File: config.mk
export PLATFORM = sky130hd
export DESIGN_NAME = nv_cmd_seq_det
export DESIGN_NICKNAME = d
export VERILOG_FILES = /design/src/rtl/nv_seq_pkg.sv /design/src/rtl/nv_cyc_det.sv /design/src/rtl/nv_seq_match.sv /design/src/rtl/nv_cmd_out.sv /design/src/rtl/nv_cmd_seq_det.sv
export SDC_FILE = /design/constraint.sdc
export NUM_CORES = 1
export LEC_CHECK = 0
export BUFFER_PORTS_ARGS = -buffer_cell sky130_fd_sc_hd__buf_2
export CORE_ASPECT_RATIO = 0.9
export CORE_UTILIZATION = 48
export CTS_BUF_LIST = sky130_fd_sc_hd__clkbuf_16
export DETAILED_ROUTE_END_ITERATION = 6
export PLACE_DENSITY = 0.71
export SYNTH_ARGS = -nofsm -noshare
export SYNTH_HDL_FRONTEND = slang
export SYNTH_SLANG_ARGS = --single-unit
File: constraint.sdc
create_clock -name clk_i -period 1.88 [get_ports clk_i]
set_input_delay 0.282 -clock clk_i [delete_from_list [all_inputs] [get_ports clk_i]]
set_output_delay 0.282 -clock clk_i [all_outputs]
set_load 0.1 [all_outputs]
File: src/rtl/nv_seq_pkg.sv
package nv_seq_pkg;
  localparam int KEY_W   = 16;
  localparam int SEQ_LEN = 6;
  localparam int PTR_W   = $clog2(SEQ_LEN);

  typedef enum logic [2:0] {
    CMD_NONE, CMD_STORE, CMD_RECALL, CMD_AS_ON, CMD_AS_OFF
  } nv_cmd_e;

  function automatic logic [KEY_W-1:0] seq_key(input logic [PTR_W-1:0] idx);
    case (idx)
      3'd0:    seq_key = 16'h4E38;
      3'd1:    seq_key = 16'hB1C7;
      3'd2:    seq_key = 16'h83E0;
      3'd3:    seq_key = 16'h7C1F;
      default: seq_key = 16'h703F;
    endcase
  endfunction

  function automatic nv_cmd_e key_to_cmd(input logic [KEY_W-1:0] key);
    case (key)
      16'h8FC0: key_to_cmd = CMD_STORE;
      16'h4C63: key_to_cmd = CMD_RECALL;
      16'h4B46: key_to_cmd = CMD_AS_ON;
      16'h8B45: key_to_cmd = CMD_AS_OFF;
      default:  key_to_cmd = CMD_NONE;
    endcase
  endfunction
endpackage

File: src/rtl/nv_cyc_det.sv
module nv_cyc_det
  import nv_seq_pkg::*;
(
  input  logic             clk_i,
  input  logic             rst_ni,
  input  logic             ce_ni,
  input  logic             we_ni,
  input  logic [KEY_W-1:0] key_i,
  output logic             rd_evt_o,
  output logic             wr_o
);
  logic             ce_q, we_q;
  logic [KEY_W-1:0] key_q;

  always_ff @(posedge clk_i or negedge rst_ni) begin
    if (!rst_ni) begin
      ce_q  <= 1'b1;
      we_q  <= 1'b1;
      key_q <= '0;
    end else begin
      ce_q  <= ce_ni;
      we_q  <= we_ni;
      key_q <= key_i;
    end
  end

  // new read: fresh select, end of a write, or a new address while selected
  assign rd_evt_o = !ce_ni && we_ni && (ce_q || !we_q || (key_i != key_q));
  assign wr_o     = !ce_ni && !we_ni;
endmodule

File: src/rtl/nv_seq_match.sv
module nv_seq_match
  import nv_seq_pkg::*;
(
  input  logic             clk_i,
  input  logic             rst_ni,
  input  logic             rd_evt_i,
  input  logic             wr_i,
  input  logic [KEY_W-1:0] key_i,
  output nv_cmd_e          cmd_o
);
  logic [PTR_W-1:0] step_q, step_d, restart;

  assign restart = (key_i == seq_key('0)) ? PTR_W'(1) : '0;

  always_comb begin
    step_d = step_q;
    cmd_o  = CMD_NONE;
    if (wr_i) begin
      step_d = '0;
    end else if (rd_evt_i) begin
      if (step_q == PTR_W'(SEQ_LEN - 1)) begin
        cmd_o  = key_to_cmd(key_i);
        step_d = restart;
      end else if (key_i == seq_key(step_q)) begin
        step_d = step_q + PTR_W'(1);
      end else begin
        step_d = restart;
      end
    end
  end

  always_ff @(posedge clk_i or negedge rst_ni) begin
    if (!rst_ni) step_q <= '0;
    else         step_q <= step_d;
  end
endmodule

File: src/rtl/nv_cmd_out.sv
module nv_cmd_out
  import nv_seq_pkg::*;
(
  input  logic    clk_i,
  input  logic    rst_ni,
  input  nv_cmd_e cmd_i,
  input  logic    ce_ni,
  input  logic    oe_ni,
  output logic    store_o,
  output logic    recall_o,
  output logic    as_en_o,
  output logic    as_dis_o,
  output logic    as_enabled_o,
  output logic    dq_hiz_o
);
  logic hold_q;
  logic nv_cmd;

  assign nv_cmd = (cmd_i == CMD_STORE) || (cmd_i == CMD_RECALL);

  always_ff @(posedge clk_i or negedge rst_ni) begin
    if (!rst_ni) begin
      store_o      <= 1'b0;
      recall_o     <= 1'b0;
      as_en_o      <= 1'b0;
      as_dis_o     <= 1'b0;
      as_enabled_o <= 1'b1;
      hold_q       <= 1'b0;
    end else begin
      store_o  <= cmd_i == CMD_STORE;
      recall_o <= cmd_i == CMD_RECALL;
      as_en_o  <= cmd_i == CMD_AS_ON;
      as_dis_o <= cmd_i == CMD_AS_OFF;
      if (cmd_i == CMD_AS_ON)       as_enabled_o <= 1'b1;
      else if (cmd_i == CMD_AS_OFF) as_enabled_o <= 1'b0;
      // float held from store/recall until the next deselect
      if (nv_cmd)     hold_q <= 1'b1;
      else if (ce_ni) hold_q <= 1'b0;
    end
  end

  assign dq_hiz_o = ce_ni | oe_ni | hold_q;
endmodule

File: src/rtl/nv_cmd_seq_det.sv
module nv_cmd_seq_det
  import nv_seq_pkg::*;
#(
  parameter int ADDR_W = 17
) (
  input  logic              clk_i,
  input  logic              rst_ni,
  input  logic              ce_ni,
  input  logic              we_ni,
  input  logic              oe_ni,
  input  logic [ADDR_W-1:0] addr_i,
  output logic              store_o,
  output logic              recall_o,
  output logic              as_en_o,
  output logic              as_dis_o,
  output logic              as_enabled_o,
  output logic              dq_hiz_o
);
  logic [KEY_W-1:0]        key;
  logic [ADDR_W-KEY_W-1:0] unused_hi;
  logic                    rd_evt, wr;
  nv_cmd_e                 cmd;

  assign key       = addr_i[KEY_W-1:0];
  assign unused_hi = addr_i[ADDR_W-1:KEY_W];

  nv_cyc_det u_cyc (
    .clk_i, .rst_ni, .ce_ni, .we_ni,
    .key_i(key), .rd_evt_o(rd_evt), .wr_o(wr)
  );

  nv_seq_match u_match (
    .clk_i, .rst_ni, .rd_evt_i(rd_evt), .wr_i(wr),
    .key_i(key), .cmd_o(cmd)
  );

  nv_cmd_out u_out (
    .clk_i, .rst_ni, .cmd_i(cmd), .ce_ni, .oe_ni,
    .store_o, .recall_o, .as_en_o, .as_dis_o, .as_enabled_o, .dq_hiz_o
  );
endmodule

Word-level counts from Yosys, hierarchy flattened
Cells that the tools add are included.
- output and inout bits: 6
- register bits: 27
- bits of input ports: 22
- latch bits: 0
- word-level logic and storage cells: 58
- memories kept: 0
- RAM bits: 0
- ROM bits: 0
- div/mod/pow operators: 0
- multiply operators: 0
- add/sub/neg operators: 1
- bitwise gates (word level): 2
- $lt $le $gt $ge: 0
- muxes and demuxes: 17
- eq/ne operators: 15
- reduce and logical (&&, ||, !) cells: 13
- shift-type cells: 0
- operators with widths (kind ; number):
    $pmux W16 S4 ; 1
    $eq A16 B15 Y1 const B ; 3
    $mux W16 ; 3
    $eq A16 B16 Y1 const B ; 2
    $mux W3 ; 7
    $eq A16 B16 Y1 ; 1
    $ne A16 B16 Y1 ; 1
    $eq A3 B2 Y1 const B ; 4
    $pmux W3 S4 ; 1
    $eq A3 B1 Y1 const B ; 2
    $eq A3 B3 Y1 const B ; 2
    $reduce_bool A2 Y1 ; 3
    $mux W1 ; 5
    $add A3 B1 Y3 const B ; 1
    $logic_and A1 B1 Y1 ; 3
    $logic_not A1 Y1 ; 3
    $logic_not A3 Y1 ; 1
    $logic_or A1 B1 Y1 ; 3
    $or A1 B1 Y1 ; 2

Longest topological paths before layout
Gate-level depths: netlist (run 1).
- word-level depth: 11
- gate-level depth with buffers: 8
- mapped depth without buffers: 8

Hierarchy
A second synthesis (run 1) with hierarchy kept.
- cell total of the unflattened synthesis: 129
- area total of the unflattened synthesis: 1423.9 sq um
- modules (own cells, without submodules) (module ; seq. area each (sq um) ; instances ; area an instance (sq um) ; cells an instance):
    nv_cyc_det ; 452.9 ; 1 ; 651.9 ; 43
    nv_seq_match ; 75.1 ; 1 ; 545.5 ; 67
    nv_cmd_out ; 151.4 ; 1 ; 226.5 ; 19

Worst setup path after synthesis (run 1)
No wires, ideal clock.
- path type: register -> register
- from: reg u_match.step_q[0]
- to: reg u_match.step_q[1]
- library setup time: 0.065 ns
- data arrival time: 1.753 ns
- path buffers: 0
- data required time: 1.815 ns
- cell stages (with the launch flop): 8
- slack: 0.063 ns
- period minus slack after synthesis: 1.817 ns
- cell sequence: dfrtp_1 ha_1 ha_1 a21oi_1 o22ai_1 and4b_1 nor3b_1 a31o_2
- cells in the longest elaborated chain, start to end: 10
- elaborated cells on any way between the ends: 15
- those cells by class: 1 x add/sub; 5 x eq/ne; 8 x mux; 1 x reduce/logical
- RTL lines (item ; line ; RTL):
    start: declaration ; nv_seq_match.sv:11 ; logic [PTR_W-1:0] step_q, step_d, restart;
    start signal: assignment ; nv_seq_match.sv:34 ; else step_q <= step_d;
    $eq A3 B2 Y1 (tied with other cells) ; nv_seq_pkg.sv:11 ; case (idx)
    $pmux W16 S4 ; nv_seq_pkg.sv:11 ;
    $mux W16 ; nv_seq_match.sv:21 ; if (step_q == PTR_W'(SEQ_LEN - 1)) begin
    $mux W16 ; nv_seq_match.sv:20 ; end else if (rd_evt_i) begin
    $mux W16 ; nv_seq_match.sv:18 ; if (wr_i) begin
    $eq A16 B16 Y1 ; nv_seq_match.sv:24 ; end else if (key_i == seq_key(step_q)) begin
    $mux W3 ; nv_seq_match.sv:24 ;
    $mux W3 (*) ; nv_seq_match.sv:21 ;
    $mux W3 (*) ; nv_seq_match.sv:20 ;
    $mux W3 (*) ; nv_seq_match.sv:18 ;
Mark *: on every way between the ends. The rest lies on a longest branch, timed or not. The select of a mux whose other input is x is not followed.
A chain may end at the register's enable or synchronous reset.

Worst setup path in the final report (run 1)
Same ends and word-level chain as after synthesis.

==> results of run 1 <==
-- cells by family (layout without fill, tap and decap cells) --
| kind of cell | after synthesis | after routing | share of synthesized area |
|---|---|---|---|
| and+or+nand+nor | 57 | 57 | 0.2611 |
| DFF | 27 | 27 | 0.4822 |
| AOI/OAI and AO/OA | 17 | 17 | 0.08704 |
| xor gates and xnor gates | 16 | 16 | 0.09947 |
| buffers and inverters | 7 | 56 | 0.01865 |
| adders and majority gates | 5 | 5 | 0.04440 |
| muxes | 1 | 1 | 0.007105 |
-- sequential cells by signal, summed over array words and instances (netlist names) --
name / cells
u_cyc.ce_q: 1
u_cyc.key_q: 16
u_cyc.we_q: 1
u_match.step_q: 3
u_out.as_dis_o: 1
u_out.as_en_o: 1
u_out.as_enabled_o: 1
u_out.hold_q: 1
u_out.recall_o: 1
u_out.store_o: 1
-- routing by layer --
| layer | track usage | wire, µm | up-vias |
|---|---|---|---|
| met3 | 0.03423 | 183 | 15 |
| met4 | 0.1429 | 152 | 0 |
| li1 | - | - | 571 |
| met1 | 0.2879 | 1510 | 615 |
| met5 | 0 | 0 | - |
| met2 | 0.4148 | 1861 | 59 |
-- power by group through the flow --
stage | registers (mW) | clock network (mW) | logic, mW
5_1_grt | 0.613 | 0.508 | 0.170
6_report | 0.611 | 0.483 | 0.158
3_5_place_dp | 0.622 | 0 | 0.144
3_3_place_gp | 0.620 | 0 | 0.138
4_1_cts | 0.611 | 0.485 | 0.147
2_1_floorplan | 0.620 | 0 | 0.0571
-- path summary, 6_finish.rpt --
check	start	end	slack, ns	cells past startpoint
setup / recovery	u_match.step_q[0]$_DFFE_PN0P_	u_match.step_q[1]$_DFFE_PN0P_	-0.09	7
hold / removal	rst_ni	u_cyc.key_q[14]$_DFF_PN0_	0.02	1
setup reg to reg	u_match.step_q[0]$_DFFE_PN0P_	u_match.step_q[1]$_DFFE_PN0P_	-0.09	7
hold reg to reg	u_out.as_enabled_o$_DFFE_PN1P_	u_out.as_enabled_o$_DFFE_PN1P_	0.47	2
max in group asynchronous	rst_ni	u_match.step_q[1]$_DFFE_PN0P_	1.44	1
min in group clk_i	we_ni	u_cyc.we_q$_DFF_PN1_	0.16	1
-- per-stage QoR --
stage | power, mW | instance area, µm²
after detailed placement | 0.7656 | 1709
after global placement | 0.7579 | 1709
after CTS | 1.243 | 1858
after floorplan | 0.6770 | 1409
final | 1.252 | 1962
after global routing | 1.290 | 1962
-- what timing repair did --
action | 4_1_cts | 5_1_grt
setup endpoints to repair | 4 | 7
pin swaps | 7 | 12
buffers inserted | 2 | 2
gates resized for setup | 18 | 14
hold endpoints to repair | 0 | 0
-- worst register-to-register path: stages (launching register included) --
cell and delay (ns):
dfrtp_2 0.48, ha_4 0.20, ha_4 0.18, a21oi_4 0.16, o22ai_2 0.10, and4b_1 0.33, nor3b_4 0.29, a31o_2 0.19
-- placed cells by master (no fill, tap or decap), drive strengths merged, types with 3 or more instances in the layout --
| cell | instances |
|---|---|
| buf | 45 |
| clkbuf | 3 |
| dfrtp | 24 |
| dfstp | 3 |
| ha | 5 |
| inv | 7 |
| nand2 | 13 |
| nor2 | 6 |
| nor3 | 7 |
| nor4 | 5 |
| nor4b | 3 |
| o21ai | 5 |
| o31ai | 3 |
| xor2 | 15 |
-- layout make-up --
class / instances / share of cell area
Sequential cell: 27 / 0.3476
Multi-Input combinational cell: 96 / 0.4337
Inverter: 7 / 0.01339
Clock inverter: 1 / 0.002551
Clock buffer: 3 / 0.03827
Timing Repair Buffer: 45 / 0.1390
Tap cell: 40 / 0.02551
==> results.md, run 1 <==
- Root buffer cell: clkbuf_16
- Max-cap viol count: 0
- WS Path Type: flop to flop
- Outcome: finished, violations left
- Vias in the first global route: 1214
- Initial core utilization: 0.5086
- Yosys Warn Count: 0
- Fin worst setup slack: -0.09295 ns
- Worst path bufs/invs: 0
- Most frequent cell after synthesis: dfrtp_1
- Die Width: 59.11 µm
- P_leak: roughly 0.85 nW
- Pint: ~0.95 mW
- Dpl ws: -0.1609 ns
- Total Routed Length: 3708 µm
- Routed WL per cell: around 17 µm
- Largest net degree at the start of global routing: 28
- Data required, critical path: around 2.1 ns
- Overall fraction of global-route tracks in use: 0.2415
- Clk pwr share: 0.386
- Max-slew violation count: 0
- Iter 0 DRT Violations: 65
- Power share of the combinational group: 0.126
- Pre-antenna DRT Iters: 4
- CP Launch Type: flop
- Vias per Instance: between 5 and 6
- Footprint of the multi-input gates: roughly 850 µm²
- Diodes inserted: 0
- CTS H-tree depth: 1
- Gpl congestion: a little over 0.9
- Initial antenna violation count: 0
- Synth top area share: 0.4263
- Fmax: 0.5069 GHz
- Die Y: about 53 µm
- Clock Latency Late Sink: approximately 0.26 ns
- Post-DP HPWL: roughly 2500 µm
- Main synth FF type: dfrtp_1
- Power Dens Cells: around 640 nW/µm²
- Failing checks: negative setup slack
- Final period util: 1.049
- Crit path DAT: 2.17 ns
- Share of layout cells above drive strength 1: 0.4637
- DRC: 0
- Vias: 1260
- CTS Buf Count: 3
- Critical path, cell by cell: ha_4 > ha_4 > a21oi_4 > o22ai_2 > and4b_1 > nor3b_4 > a31o_2
- FILL cells: a little over 200
- CP max stage cell: dfrtp_2
- Area occupied by registers: 681.9 µm²
- Synth top area cells: dfrtp_1, xor2_1, dfstp_2
- First-pass GRT wire length: between 5000 and 6000 µm
- HP Class: input pin to async pin
- CTS Hold Bufs: 0
- Setup crit end kind: flop
- Largest area contributor in the netlist: dfrtp_1
- Flops & latches, synth: 27
- Filler-free cell count of the finished design: 219
- Clk buf depth: 2
- Slew margin rel.: 0.6076
- Max VDD drop: 0.0003434 V
- Commonest cells post-synth: dfrtp_1, xor2_1, nand2_1
- CTS tree: done
- Antenna viol nets, final: 0
- FFs w/ async S/R, synth: 1.000
- CP delay by family, top: simple AND/OR/NAND/NOR gates
- Cell mode on critical path: ha_4
- Synth cell types: 40
- Placed Cells incl. Taps: 212
- Nets: 207
- Final hold violation count: 0
- Setup TNS Final: -0.2515 ns
- NetSw: 0.3000 mW
- I/O Buffers: 26
- Sequential-to-total area share from yosys stat: 0.4822
- Core Rows: 18
- Post-synth EDFFs: 0
- IO Count: 28
- Cell Area, Synth: approximately 1400 µm²
- Area grow syn2layout: 39.25%
- Worst hold slack: around 0.018 ns
- Crit Path Max Fanout: 5
- Sequential fraction of design power: 0.488
- Slew @ Worst Pin: slightly below 0.6 ns
- Clock slew at reported path FFs: 0.06 ns
- Mapped Nets: between 150 and 200
- Sw Share: 0.2397
- Core area: about 2800 µm²
- Final setup vio count: 3
- RSZ-0062 raised after global routing: yes
- Clk sinks: 27
- Crit path largest cell delay: 0.48 ns
- Global route overflow: 0
- Final min period: roughly 2.0 ns
- Syn Area/Cell: 10.84 µm²
- Post-Synthesis Cells: between 100 and 150
- Util after Layout: 0.7082
- Die area: approximately 3200 µm²
- Fin Clk Skew: 0.001326 ns
Note: power is estimated with default switching activity, not from simulation.
==> run 2, diff against run 1 <==
--- a/config.mk
+++ b/config.mk
@@ -6,11 +6,13 @@
 export NUM_CORES = 1
 export LEC_CHECK = 0
 export BUFFER_PORTS_ARGS = -buffer_cell sky130_fd_sc_hd__buf_2
+export CELL_PAD_IN_SITES_DETAIL_PLACEMENT = 0
+export CELL_PAD_IN_SITES_GLOBAL_PLACEMENT = 1
 export CORE_ASPECT_RATIO = 0.9
-export CORE_UTILIZATION = 48
+export CORE_UTILIZATION = 38
 export CTS_BUF_LIST = sky130_fd_sc_hd__clkbuf_16
 export DETAILED_ROUTE_END_ITERATION = 6
-export PLACE_DENSITY = 0.71
+export PLACE_DENSITY = 0.72
 export SYNTH_ARGS = -nofsm -noshare
 export SYNTH_HDL_FRONTEND = slang
 export SYNTH_SLANG_ARGS = --single-unit
==> results.md, run 2 (synthesis gave the netlist of run 1 again) <==
- Max VDD drop: 0.0006519 V (was 0.0003434 V)
- Fin Clk Skew: 0.001884 ns (was 0.001326 ns)
- Share of layout cells above drive strength 1: 0.4494 (was 0.4637)
- Clock Latency Late Sink: 0.26 ns (about the same)
- Global route overflow: 0 (unchanged)
- P_leak: 0.8476 nW (was 0.8522 nW)
- Max-slew violation count: 0 (unchanged)
- Slew @ Worst Pin: 0.5700 ns (was 0.5886 ns)
- Sw Share: 0.2301 (was 0.2397)
- Clk pwr share: 0.382 (was 0.386)
- Pint: 0.9509 mW (was 0.9517 mW)
- Final hold violation count: 0 (unchanged)
- Area grow syn2layout: 39.08% (was 39.25%)
- Pre-antenna DRT Iters: 4 (unchanged)
- Overall fraction of global-route tracks in use: 0.1745 (was 0.2415)
- Max-cap viol count: 0 (unchanged)
- Crit path largest cell delay: 0.38 ns (was 0.48 ns)
- Failing checks: negative setup slack (unchanged)
- Routed WL per cell: 14.51 µm (was 16.93 µm)
- Slew margin rel.: 0.6200 (was 0.6076)
- DRC: 0 (unchanged)
- Largest net degree at the start of global routing: 28 (unchanged)
- Fmax: 0.5137 GHz (was 0.5069 GHz)
- Vias per Instance: 5.185 (was 5.753)
- Clk sinks: 27 (unchanged)
- CP delay by family, top: simple AND/OR/NAND/NOR gates (unchanged)
- Initial core utilization: 0.4080 (was 0.5086)
- Iter 0 DRT Violations: 72 (was 65)
- Fin worst setup slack: -0.06657 ns (was -0.09295 ns)
- Util after Layout: 0.5674 (was 0.7082)
- Vias in the first global route: 1039 (was 1214)
- Nets: 206 (was 207)
- Placed cell area: 1714 µm² (was 1709 µm²)
- First-pass GRT wire length: 5023 µm (was 5444 µm)
- Core area: 3453 µm² (was 2770 µm²)
- Initial antenna violation count: 0 (unchanged)
- Design area: 1959 µm² (was 1962 µm²)
- Final min period: 1.947 ns (was 1.973 ns)
- Gpl congestion: 0.8089 (was 0.9159)
- Final period util: 1.035 (was 1.049)
- Crit path DAT: 2.07 ns (was 2.17 ns)
- CP Launch Type: flop (unchanged)
- Clock slew at reported path FFs: 0.06 ns (about the same)
- Root buffer cell: clkbuf_16 (unchanged)
- Power Dens Cells: 630.4 nW/µm² (was 638.0 nW/µm²)
- Total Routed Length: 3222 µm (was 3708 µm)
- Critical path, cell by cell: xor2_1 > nor4_1 > nand3_1 > or2_1 > a31oi_1 > o31ai_4 (was ha_4 > ha_4 > a21oi_4 > o22ai_2 > and4b_1 > nor3b_4 > a31o_2)
- Largest registers: u_cyc.key_q: 16 flops, u_match.step_q: 3 flops (unchanged)
- CTS Hold Bufs: 0 (unchanged)
- Antenna viol nets, final: 0 (unchanged)
- Die area: 3955 µm² (was 3156 µm²)
- RSZ-0062 raised after global routing: yes (unchanged)
- Die Y: 59.77 µm (was 53.40 µm)
- CP max stage cell: nor4_1 (was dfrtp_2)
- Core Rows: 20 (was 18)
- Setup crit end kind: flop (unchanged)
- CTS Buf Count: 3 (unchanged)
- Worst path bufs/invs: 0 (unchanged)
- Final setup vio count: 1 (was 3)
- CTS tree: done (unchanged)
- Most flop-heavy register: u_cyc.key_q (unchanged)
- IO Count: 28 (unchanged)
- Die Width: 66.18 µm (was 59.11 µm)
- Outcome: finished, violations left (unchanged)
- HP Class: input pin to async pin (unchanged)
- Clk buf depth: 2 (unchanged)
- Max FFs per register: 16 (unchanged)
- Most frequent cells in the layout: buf_2, dfrtp_1, buf_4 (unchanged)
- NetSw: 0.2842 mW (was 0.3000 mW)
- Diodes inserted: 0 (unchanged)
- WS Path Type: flop to flop (unchanged)
- I/O Buffers: 26 (unchanged)
- Most common cell after layout, fill and taps aside: buf_2 (unchanged)
- Power share of the combinational group: 0.124 (was 0.126)
- Crit Path Max Fanout: 3 (was 5)
- Sequential fraction of design power: 0.494 (was 0.488)
- Post-DP HPWL: 2467 µm (was 2465 µm)
- Vias: 1151 (was 1260)
- Data required, critical path: 2.01 ns (was 2.08 ns)
- CTS H-tree depth: 1 (unchanged)
run 2: worst register-to-register path, delay by kind of cell (launching register included):
| family | cells | cell delay (ns) |
|---|---|---|
| and+or+nand+nor | 3 | 0.94 |
| DFF | 1 | 0.37 |
| AOI/OAI and AO/OA | 2 | 0.37 |
| xor gates and xnor gates | 1 | 0.14 |
run 2: area by class of cell:
cell class / instances / area, µm²
Inverter: 7 / 26.28
Tap cell: 44 / 55.05
Sequential cell: 27 / 681.9
Multi-Input combinational cell: 96 / 843.3
Fill cell: 311 / 1494
Timing Repair Buffer: 44 / 272.8
Clock buffer: 3 / 75.07
Clock inverter: 1 / 5.005
run 2: per-layer routing:
metal | part of all wire | GRT usage | up-vias
met2 | 0.50 | 0.2915 | 39
met1 | 0.44 | 0.2321 | 541
met5 | 0 | 0 | -
met3 | 0.055 | 0.04008 | 4
met4 | 0.0074 | 0.03647 | 0
li1 | - | - | 567
run 2: path summary, 6_finish.rpt:
path | startpoint | end | slack (ns) | cells after the start
worst min register to register | u_out.as_enabled_o$_DFFE_PN1P_ | u_out.as_enabled_o$_DFFE_PN1P_ | 0.47 | 2
worst max-delay path | u_cyc.key_q[1]$_DFF_PN0_ | u_match.step_q[0]$_DFFE_PN0P_ | -0.07 | 6
max in group asynchronous | rst_ni | u_match.step_q[1]$_DFFE_PN0P_ | 1.45 | 1
worst min-delay path | rst_ni | u_out.as_dis_o$_DFF_PN0_ | 0.01 | 1
min in group clk_i | we_ni | u_cyc.we_q$_DFF_PN1_ | 0.16 | 1
worst max register to register | u_cyc.key_q[1]$_DFF_PN0_ | u_match.step_q[0]$_DFFE_PN0P_ | -0.07 | 6
run 2: power groups by stage:
stage	Combinational, mW	Sequential (mW)	Clock [mW]
6_report	0.153	0.610	0.472
5_1_grt	0.168	0.611	0.510
4_1_cts	0.146	0.611	0.486
3_5_place_dp	0.143	0.622	0
3_3_place_gp	0.138	0.620	0
2_1_floorplan	0.0571	0.620	0
run 2: timing repair:
action | CTS | global route
resized for setup | 11 | 19
setup buffers | 1 | 2
pin swaps | 1 | 9
endpoints found under the setup margin | 6 | 4
gates cloned | 0 | 0
run 2: metrics by stage:
step	setup WS (ns)	hold slack, ns	std cells	power [mW]	setup TNS [ns]
2_1_floorplan	0.06283	-0.01359	130	0.6770	0
3_3_place_gp	-0.09737	0.3018	216	0.7585	-0.2517
3_5_place_dp	-0.1214	0.3114	216	0.7645	-0.4088
4_1_cts	0.009060	0.03441	221	1.243	0
5_1_grt	-0.1364	0.05875	222	1.289	-0.3326
6_report	-0.06657	0.01393	222	1.235	-0.06657
==> run 3, diff against run 2 <==
--- a/config.mk
+++ b/config.mk
@@ -5,10 +5,10 @@
 export SDC_FILE = /design/constraint.sdc
 export NUM_CORES = 1
 export LEC_CHECK = 0
-export BUFFER_PORTS_ARGS = -buffer_cell sky130_fd_sc_hd__buf_2
+export BUFFER_PORTS_ARGS = -buffer_cell sky130_fd_sc_hd__buf_4
 export CELL_PAD_IN_SITES_DETAIL_PLACEMENT = 0
 export CELL_PAD_IN_SITES_GLOBAL_PLACEMENT = 1
-export CORE_ASPECT_RATIO = 0.9
+export CORE_ASPECT_RATIO = 0.6
 export CORE_UTILIZATION = 38
 export CTS_BUF_LIST = sky130_fd_sc_hd__clkbuf_16
 export DETAILED_ROUTE_END_ITERATION = 6
==> results.md, run 3 (synthesis gave the netlist of run 1 again) <==
- Outcome: finished, violations left (unchanged)
- Failing checks: negative setup slack (unchanged)
- Most flop-heavy register: u_cyc.key_q (unchanged)
- Diodes inserted: 0 (unchanged)
- Initial antenna violation count: 0 (unchanged)
- Iter 0 DRT Violations: 69 (was 72)
- Vias per Instance: 5.311 (was 5.185)
- Total Routed Length: 3445 µm (was 3222 µm)
- Clock Latency Late Sink: 0.26 ns (about the same)
- CP Launch Type: flop (unchanged)
- Crit path DAT: 2.11 ns (was 2.07 ns)
- Clock slew at reported path FFs: 0.07 ns (was 0.06 ns)
- Global route overflow: 0 (unchanged)
- Die Y: 49.17 µm (was 59.77 µm)
- Area grow syn2layout: 46.18% (was 39.08%)
- Most frequent cells in the layout: buf_4, dfrtp_1, xor2_1 (was buf_2, dfrtp_1, buf_4)
- IO Count: 28 (unchanged)
- HP Class: input pin to flop (was input pin to async pin)
- Slew @ Worst Pin: 0.4970 ns (was 0.5700 ns)
- Util after Layout: 0.6051 (was 0.5674)
- Die Width: 80.61 µm (was 66.18 µm)
- Max-slew violation count: 0 (unchanged)
- Core Rows: 16 (was 20)
- Final period util: 1.039 (was 1.035)
- Overall power: 1.260 mW (was 1.235 mW)
- Gpl congestion: 0.8004 (was 0.8089)
- Fin Clk Skew: 0.002592 ns (was 0.001884 ns)
- Vias: 1195 (was 1151)
- Clk sinks: 27 (unchanged)
- CTS Buf Count: 3 (unchanged)
- Fin worst setup slack: -0.07313 ns (was -0.06657 ns)
- Placed Cells incl. Taps: 217 (was 216)
- CTS H-tree depth: 1 (unchanged)
- Clk buf depth: 2 (unchanged)
- RSZ-0062 raised after global routing: yes (unchanged)
- Setup TNS Final: -0.2051 ns (was -0.06657 ns)
- Crit Path Max Fanout: 5 (was 3)
- Data required, critical path: 2.03 ns (was 2.01 ns)
- Antenna viol nets, final: 0 (unchanged)
- Setup crit end kind: flop (unchanged)
- WS Path Type: flop to flop (unchanged)
- I/O Buffers: 26 (unchanged)
- Die area: 3963 µm² (was 3955 µm²)
- Largest net degree at the start of global routing: 28 (unchanged)
- First-pass GRT wire length: 5733 µm (was 5023 µm)
- Placed cell area: 1780 µm² (was 1714 µm²)
- Initial core utilization: 0.4140 (was 0.4080)
- Vias in the first global route: 1157 (was 1039)
- Power Dens Cells: 611.9 nW/µm² (was 630.4 nW/µm²)
- Worst hold slack: 0.1544 ns (was 0.01393 ns)
- Most common cell after layout, fill and taps aside: buf_4 (was buf_2)
- Filler-free cell count of the finished design: 225 (was 222)
- Design area: 2059 µm² (was 1959 µm²)
- CTS tree: done (unchanged)
- Routed WL per cell: 15.31 µm (was 14.51 µm)
- Final hold violation count: 0 (unchanged)
- Dpl ws: -0.1081 ns (was -0.1214 ns)
- Max-cap viol count: 0 (unchanged)
- Final min period: 1.953 ns (was 1.947 ns)
- Pre-antenna DRT Iters: 4 (unchanged)
- Overall fraction of global-route tracks in use: 0.1964 (was 0.1745)
- Fmax: 0.5120 GHz (was 0.5137 GHz)
- Share of layout cells above drive strength 1: 0.4556 (was 0.4494)
- Core area: 3403 µm² (was 3453 µm²)
- Nets: 208 (was 206)
- DRC: 0 (unchanged)
- Slew margin rel.: 0.6656 (was 0.6200)
- Max FFs per register: 16 (unchanged)
- Post-DP HPWL: 2577 µm (was 2467 µm)
- Final setup vio count: 3 (was 1)
- P_leak: 0.8706 nW (was 0.8476 nW)
- Root buffer cell: clkbuf_16 (unchanged)
- Max VDD drop: 0.0005347 V (was 0.0006519 V)
- Largest registers: u_cyc.key_q: 16 flops, u_match.step_q: 3 flops (unchanged)
-- run 3: cell count changes in the layout (fill, tap and decap cells not counted), sizes merged --
cell,change
clkinvlp,+1
clkinv,-1
buf,+1
dlygate4sd3,+1
-- run 3: report_power, final --
group	leakage (nW)	switching, mW	total (mW)	internal [mW]
clock network	0.0371	0.197	0.486	0.289
logic	0.507	0.0906	0.164	0.0735
registers	0.326	0.00825	0.610	0.602
-- run 3: worst paths after layout --
path / start / endpoint / slack [ns] / cells after the start
setup / recovery: u_match.step_q[0]$_DFFE_PN0P_ / u_match.step_q[1]$_DFFE_PN0P_ / -0.07 / 8
hold / removal: we_ni / u_cyc.we_q$_DFF_PN1_ / 0.15 / 1
setup reg to reg: u_match.step_q[0]$_DFFE_PN0P_ / u_match.step_q[1]$_DFFE_PN0P_ / -0.07 / 8
hold reg to reg: u_out.as_enabled_o$_DFFE_PN1P_ / u_out.as_enabled_o$_DFFE_PN1P_ / 0.49 / 2
max in group asynchronous: rst_ni / u_cyc.ce_q$_DFF_PN1_ / 1.12 / 2
min in group asynchronous: rst_ni / u_match.step_q[0]$_DFFE_PN0P_ / 0.47 / 2
-- run 3: metal layers --
| metal | GRT usage | wire length, µm |
|---|---|---|
| met1 | 0.2739 | 1633 |
| met2 | 0.3008 | 1543 |
| met3 | 0.05607 | 215 |
| met4 | 0.04762 | 53 |
| met5 | 0 | 0 |
-- run 3: worst max-delay path, stage by stage, from the launching register on --
cell     delay [ns]
dfrtp_2        0.49
ha_4           0.19
ha_4           0.16
a21oi_2        0.13
o21ai_0        0.10
and4b_1        0.21
nor3b_2        0.16
buf_4          0.16
a31o_2         0.23
-- run 3: final cells by class --
| type | instances | area, µm² |
|---|---|---|
| multi-input cells | 96 | 862.1 |
| fillers | 284 | 1344 |
| repair buffers | 46 | 347.8 |
| flip-flops and latches | 27 | 681.9 |
| inverters | 7 | 28.78 |
| well taps | 45 | 56.30 |
| clock buffers | 3 | 75.07 |
| clock inverters | 1 | 7.507 |
-- run 3: repair_timing --
item                                    4_1_cts  5_1_grt
pin swaps                                     7        5
endpoints found under the setup margin        5        7
resized for setup                            20       11
setup buffers                                 2        1
hold endpoints to repair                     24        0
hold buffers                                  1        0
